File: config.mk
export PLATFORM = sky130hd
export DESIGN_NAME = bxnor_dot
export DESIGN_NICKNAME = d
export VERILOG_FILES = /design/src/rtl/bxd_pkg.sv /design/src/rtl/bxd_binarize.sv /design/src/rtl/bxd_popcnt.sv /design/src/rtl/bxd_scale.sv /design/src/rtl/bxnor_dot.sv
export SDC_FILE = /design/constraint.sdc
export NUM_CORES = 2
export LEC_CHECK = 0
export BUFFER_PORTS_ARGS = -buffer_cell sky130_fd_sc_hd__buf_4
export CELL_PAD_IN_SITES_DETAIL_PLACEMENT = 1
export CELL_PAD_IN_SITES_GLOBAL_PLACEMENT = 1
export CORE_ASPECT_RATIO = 0.9
export CORE_UTILIZATION = 39
export CTS_BUF_LIST = sky130_fd_sc_hd__clkbuf_8
export DETAILED_ROUTE_END_ITERATION = 6
export PLACE_DENSITY_LB_ADDON = 0.1
export SETUP_SLACK_MARGIN = 0.2
export SLEW_MARGIN = 10
export SYNTH_ARGS = -nofsm -noshare
export SYNTH_HDL_FRONTEND = slang
export SYNTH_SLANG_ARGS = --single-unit
export TNS_END_PERCENT = 30
File: constraint.sdc
create_clock -name clk -period 25.5 [get_ports clk]
set_clock_uncertainty 0.2 [all_clocks]
set_input_delay 1.275 -clock clk [delete_from_list [all_inputs] [get_ports clk]]
set_output_delay 1.275 -clock clk [all_outputs]
set_load 0.02 [all_outputs]
File: src/rtl/bxd_pkg.sv
package bxd_pkg;
  localparam int SCALE_FRAC = 8;
  localparam int LANE_W     = 8;
endpackage

File: src/rtl/bxd_binarize.sv
module bxd_binarize #(
  parameter int LANES  = 32,
  parameter int LANE_W = 8
) (
  input  logic [LANES*LANE_W-1:0] raw,
  output logic [LANES-1:0]        bits
);
  always_comb begin
    for (int i = 0; i < LANES; i++) begin
      bits[i] = ~raw[i*LANE_W + LANE_W - 1];
    end
  end
endmodule

File: src/rtl/bxd_popcnt.sv
module bxd_popcnt #(
  parameter int W = 32,
  localparam int CW = $clog2(W + 1)
) (
  input  logic          clk,
  input  logic          rst_n,
  input  logic          en,
  input  logic [W-1:0]  act,
  input  logic [W-1:0]  wgt,
  input  logic [W-1:0]  mask,
  output logic [CW-1:0] match_q,
  output logic [CW-1:0] valid_q
);
  logic [W-1:0]  hit;
  logic [CW-1:0] match_d, valid_d;

  always_comb begin
    hit     = ~(act ^ wgt) & mask;
    match_d = '0;
    valid_d = '0;
    for (int i = 0; i < W; i++) begin
      match_d = match_d + CW'(hit[i]);
      valid_d = valid_d + CW'(mask[i]);
    end
  end

  always_ff @(posedge clk or negedge rst_n) begin
    if (!rst_n) begin
      match_q <= '0;
      valid_q <= '0;
    end else if (en) begin
      match_q <= match_d;
      valid_q <= valid_d;
    end
  end

  AST_MATCH_LE_VALID: assert property (@(posedge clk) disable iff (!rst_n)
    match_q <= valid_q);
endmodule

File: src/rtl/bxd_scale.sv
module bxd_scale #(
  parameter int CW = 13,
  parameter int SW = 16,
  parameter int OW = 32,
  parameter int FR = 8
) (
  input  logic [CW-1:0]        m,
  input  logic [CW-1:0]        n,
  input  logic [SW-1:0]        sc,
  output logic signed [OW-1:0] res
);
  localparam int DW = CW + 2;
  localparam int PW = DW + SW + 1;
  localparam logic signed [PW-1:0] HALF = {{(PW-FR){1'b0}}, 1'b1, {(FR-1){1'b0}}};
  localparam logic signed [PW-1:0] MAXV = {{(PW-OW+1){1'b0}}, {(OW-1){1'b1}}};
  localparam logic signed [PW-1:0] MINV = ~MAXV;

  logic signed [DW-1:0] dot;
  logic signed [PW-1:0] prod, rnd, shf;

  always_comb begin
    dot  = $signed({2'b00, m}) + $signed({2'b00, m}) - $signed({2'b00, n});
    prod = PW'(dot) * PW'($signed({1'b0, sc}));
    rnd  = prod + HALF;
    shf  = rnd >>> FR;
    if (shf > MAXV)      res = MAXV[OW-1:0];
    else if (shf < MINV) res = MINV[OW-1:0];
    else                 res = shf[OW-1:0];
  end
endmodule

File: src/rtl/bxnor_dot.sv
module bxnor_dot #(
  parameter int WORD_W    = 32,
  parameter int MAX_ELEMS = 4096,
  parameter int NCH       = 64,
  parameter int SCALE_W   = 16,
  parameter int OUT_W     = 32,
  parameter int USE_BIN   = 1,
  localparam int CH_W  = $clog2(NCH),
  localparam int CNT_W = $clog2(WORD_W + 1),
  localparam int ACC_W = $clog2(MAX_ELEMS + 1),
  localparam int RAW_W = WORD_W * bxd_pkg::LANE_W
) (
  input  logic                    clk,
  input  logic                    rst_n,
  input  logic                    scale_we,
  input  logic [CH_W-1:0]         scale_idx,
  input  logic [SCALE_W-1:0]      scale_val,
  input  logic                    in_valid,
  output logic                    in_ready,
  input  logic                    in_first,
  input  logic                    in_last,
  input  logic [CH_W-1:0]         in_chan,
  input  logic                    in_raw_sel,
  input  logic [WORD_W-1:0]       in_act,
  input  logic [RAW_W-1:0]        in_raw,
  input  logic [WORD_W-1:0]       in_wgt,
  input  logic [WORD_W-1:0]       in_mask,
  output logic                    out_valid,
  input  logic                    out_ready,
  output logic signed [OUT_W-1:0] out_data
);
  logic              adv, take;
  logic [WORD_W-1:0] act_bits;
  logic [CNT_W-1:0]  pc_m, pc_n;
  logic              s1_valid, s1_first, s1_last;
  logic [CH_W-1:0]   s1_chan;
  logic [ACC_W-1:0]  acc_m, acc_n, sum_m, sum_n;
  logic [ACC_W-1:0]  acc_m_d, acc_n_d;
  logic              ov_d;
  logic signed [OUT_W-1:0] res, od_d;
  logic [SCALE_W-1:0] scale_mem [NCH];

  assign adv      = ~(out_valid & ~out_ready);
  assign in_ready = adv;
  assign take     = in_valid & adv;

  generate
    if (USE_BIN != 0) begin : g_bin
      logic [WORD_W-1:0] bin_bits;
      bxd_binarize #(.LANES(WORD_W), .LANE_W(bxd_pkg::LANE_W)) u_bin (
        .raw (in_raw),
        .bits(bin_bits)
      );
      assign act_bits = in_raw_sel ? bin_bits : in_act;
    end else begin : g_nobin
      assign act_bits = in_act;
    end
  endgenerate

  bxd_popcnt #(.W(WORD_W)) u_pop (
    .clk    (clk),
    .rst_n  (rst_n),
    .en     (adv),
    .act    (act_bits),
    .wgt    (in_wgt),
    .mask   (in_mask),
    .match_q(pc_m),
    .valid_q(pc_n)
  );

  always_ff @(posedge clk) begin
    if (scale_we) scale_mem[scale_idx] <= scale_val;
  end

  always_ff @(posedge clk or negedge rst_n) begin
    if (!rst_n) begin
      s1_valid <= 1'b0;
      s1_first <= 1'b0;
      s1_last  <= 1'b0;
      s1_chan  <= '0;
    end else if (adv) begin
      s1_valid <= take;
      s1_first <= in_first;
      s1_last  <= in_last;
      s1_chan  <= in_chan;
    end
  end

  always_comb begin
    sum_m = (s1_first ? '0 : acc_m) + ACC_W'(pc_m);
    sum_n = (s1_first ? '0 : acc_n) + ACC_W'(pc_n);
  end

  bxd_scale #(.CW(ACC_W), .SW(SCALE_W), .OW(OUT_W), .FR(bxd_pkg::SCALE_FRAC)) u_scale (
    .m  (sum_m),
    .n  (sum_n),
    .sc (scale_mem[s1_chan]),
    .res(res)
  );

  always_comb begin
    acc_m_d = acc_m;
    acc_n_d = acc_n;
    ov_d    = out_valid;
    od_d    = out_data;
    if (adv && s1_valid) begin
      if (s1_last) begin
        ov_d = 1'b1;
        od_d = res;
      end else begin
        acc_m_d = sum_m;
        acc_n_d = sum_n;
      end
    end
    if (out_valid && out_ready && !(s1_valid && s1_last)) ov_d = 1'b0;
  end

  always_ff @(posedge clk or negedge rst_n) begin
    if (!rst_n) begin
      acc_m     <= '0;
      acc_n     <= '0;
      out_valid <= 1'b0;
      out_data  <= '0;
    end else begin
      acc_m     <= acc_m_d;
      acc_n     <= acc_n_d;
      out_valid <= ov_d;
      out_data  <= od_d;
    end
  end

  AST_RESULT_LATENCY: assert property (@(posedge clk) disable iff (!rst_n)
    (take && in_last) ##1 adv |=> out_valid);
  AST_HOLD_ON_STALL: assert property (@(posedge clk) disable iff (!rst_n)
    (out_valid && !out_ready) |=> (out_valid && $stable(out_data)));
  AST_RISE_FROM_LAST: assert property (@(posedge clk) disable iff (!rst_n)
    $rose(out_valid) |-> $past(s1_valid && s1_last));
  AST_ACC_BOUND: assert property (@(posedge clk) disable iff (!rst_n)
    acc_m <= acc_n);
endmodule

==> results.toml <==
[synth]
syn_inst = 3339
avgSynthCellArea_sq_um = 16.2
synth_edf_count = 1024
synth_top_area_share_pct = 56.8
yosysSeqAreaShare_pct = 60.2
netlist_area_sq_mm = 0.0541
syn-num-nets = 4104
async_reset_ff_share_pct = 6.65
yosysUniqueCellTypes = 78
yosys.area.top_type = "edfxtp_1"
ys_warn_count = 0
synthTopCellsByArea = "edfxtp_1 (57%), mux4_2 (13%), fa_1 (8.6%), dfrtp_1 (3.4%), ha_1 (3.4%)"
synth_seq_cells = 1097
yosys-top-cells-count = "edfxtp_1 (1024), mux4_2 (303), nand2_1 (303), inv_1 (302), fa_1 (232)"
synth_flop_cell = "edfxtp_1"
yosysMostFrequentCell = "edfxtp_1"

[drt]
antenna_left = 0
vias = 29900
vias_per_cell = 5.30
wl_um = 146000
drt_iter0_markers = 1698
wl_per_cell_um = 25.9
drc = 0
first_pass_iters = 5

[clock_tree]
clk_pin_slew_worst_paths_ns = 0.06
cts-root-buf = "clkbuf_8"
postCtsResizedCells = 0
cts-buffers-inserted = 179
postCtsSetupBuffers = 0
cts_hold_buf = 0
clock-sinks = 1097
htree_levels = 4
clock_path_buffers = 3
cts_tree = "built"
insertion_delay_ns = 0.90

[final_layout]
fin_nets = 4418
fillCellCount = 13500
design_area_sq_mm = 0.0613
drive_gt1_share_pct = 24.4
area_delta_synth_final_pct = 13.3

[floorplan]
core_area_sq_mm = 0.138
die_y_um = 355
initial_core_util_pct = 39.3
rows = 129
die_w_um = 395
die_area_sq_mm = 0.140
ioPinCount = 422

[grt]
grt_pass1_wl_um = 215000
antenna_found_initial = 18
grt_pass1_vias = 33200
overflow = 0
grt_max_degree = 92
grt_util_all_layers_pct = 21.0

[sta]
drv_slew = 0
slew_headroom_pct = 29.7
min_period_ns = 10.98
max_freq_ghz = 0.0911
fin_setup_tns_ns = 0
rsz0062_at_grt = "no"
worstMarginPinSlew_ns = 1.05
fin_hold_ws_ns = 0.277
finalSetupViolCount = 0
hold_viol_final = 0
finalCritPeriodShare_pct = 43.1

[critical_path]
worstSetupEndpointType = "flop"
crit_type = "reg -> reg"
critPathMaxStageDelay_ns = 0.61
critPathRequiredTime_ns = 26.01
crit_path_max_fanout = 28
arrival_ns = 11.49
startpoint_type = "flop"
cp_slowest_cell = "o211ai_2"

[placement]
dp_hpwl_um = 95300
dpl_cell_area_sq_mm = 0.0579
gp_congestion = 0.831
numPortBuffers = 197

[outcome]
status = "completed"

[hold_path]
holdCritPathClass = "reg -> reg"

[job]
maxCapViolations = 0
## per-layer routing
metal	wire length (um)	global-route usage [%]	up-vias	share of wire [%]
met1	61500	26.7	15900	42
met5	63	0	-	0.043
met3	7360	4.53	246	5.0
met2	72700	35.6	718	50
met4	4180	7.02	8	2.9
li1	-	-	13000	-
## kinds of logic (layout without fill, tap and decap cells)
logic type,count (synthesis),count (layout),share of synthesized area [%]
muxes,364,364,13.8
adders and majority gates,377,377,11.9
and+or+nand+nor,682,682,5.77
AOI/OAI and AO/OA,280,280,3.36
DFF,1097,1097,60.2
buffers and inverters,464,922,3.73
other,0,9,0
xor gates and xnor gates,75,75,1.21
## critical path, delay by kind of cell (launching register included)
family                     cells  cell delay (ns)
AOI/OAI and AO/OA             17             3.99
adders and majority gates      9             3.64
buffers and inverters          8             1.47
and+or+nand+nor                4             0.64
xor gates and xnor gates       2             0.51
DFF                            1             0.32
## state kept, by name, summed over array words and instances, names as in the netlist
signal and cells:
out_data 25, u_pop.valid_q 6, u_pop.match_q 6, out_valid 1
s1_valid 1, acc_n 13, scale_mem 1024, acc_m 13
s1_chan 6, s1_last 1, s1_first 1
## final cells by class
cell class	instances	area (sq um)	share of cell area, %
Timing Repair Buffer	292	2200	3.60
Tap cell	1834	2290	3.74
Antenna cell	9	22.5	0.0367
Multi-Input combinational cell	1778	19700	32.1
Inverter	305	1140	1.87
Clock buffer	183	2520	4.11
Clock inverter	142	868	1.42
Sequential cell	1097	32600	53.2
## cell usage in the layout, fill, tap and decap left out, drive strengths merged, types with 25 or more instances in the layout
master / n
dfrtp: 73
o21ai: 80
mux4: 303
a21oi: 79
nand2b: 25
clkinv: 72
clkbuf: 183
ha: 145
fa: 232
mux2i: 49
inv: 366
xnor2: 60
buf: 292
and2: 58
nand3: 32
nor2b: 45
edfxtp: 1024
nand2: 303
nor2: 152
## per-stage QoR
step	worst slack, ns	util [%]	instances
3_5_place_dp	14.54	42.1	5306
4_1_cts	14.45	44.6	5631
3_3_place_gp	14.76	42.1	5306
2_1_floorplan	15.95	-	3339
6_report	14.52	44.6	5640
5_1_grt	13.79	44.6	5634
## final timing paths
kind	start	cells after the start	end	slack, ns
max	s1_first$_DFFE_PN0N_	40	out_data[14]$_DFFE_PN0P_	14.52
min reg2reg	acc_m[0]$_DFFE_PN0P_	2	acc_m[0]$_DFFE_PN0P_	0.28
max reg2reg	s1_first$_DFFE_PN0N_	40	out_data[14]$_DFFE_PN0P_	14.52
min	acc_m[0]$_DFFE_PN0P_	2	acc_m[0]$_DFFE_PN0P_	0.28
min in group asynchronous	rst_n	1	acc_m[5]$_DFFE_PN0P_	0.38
max in group asynchronous	rst_n	1	s1_chan[2]$_DFFE_PN0N_	23.97
Power is left out: the tool's default activity adds up to more than one toggle a clock period on the data nets, which glitch-free logic cannot reach.
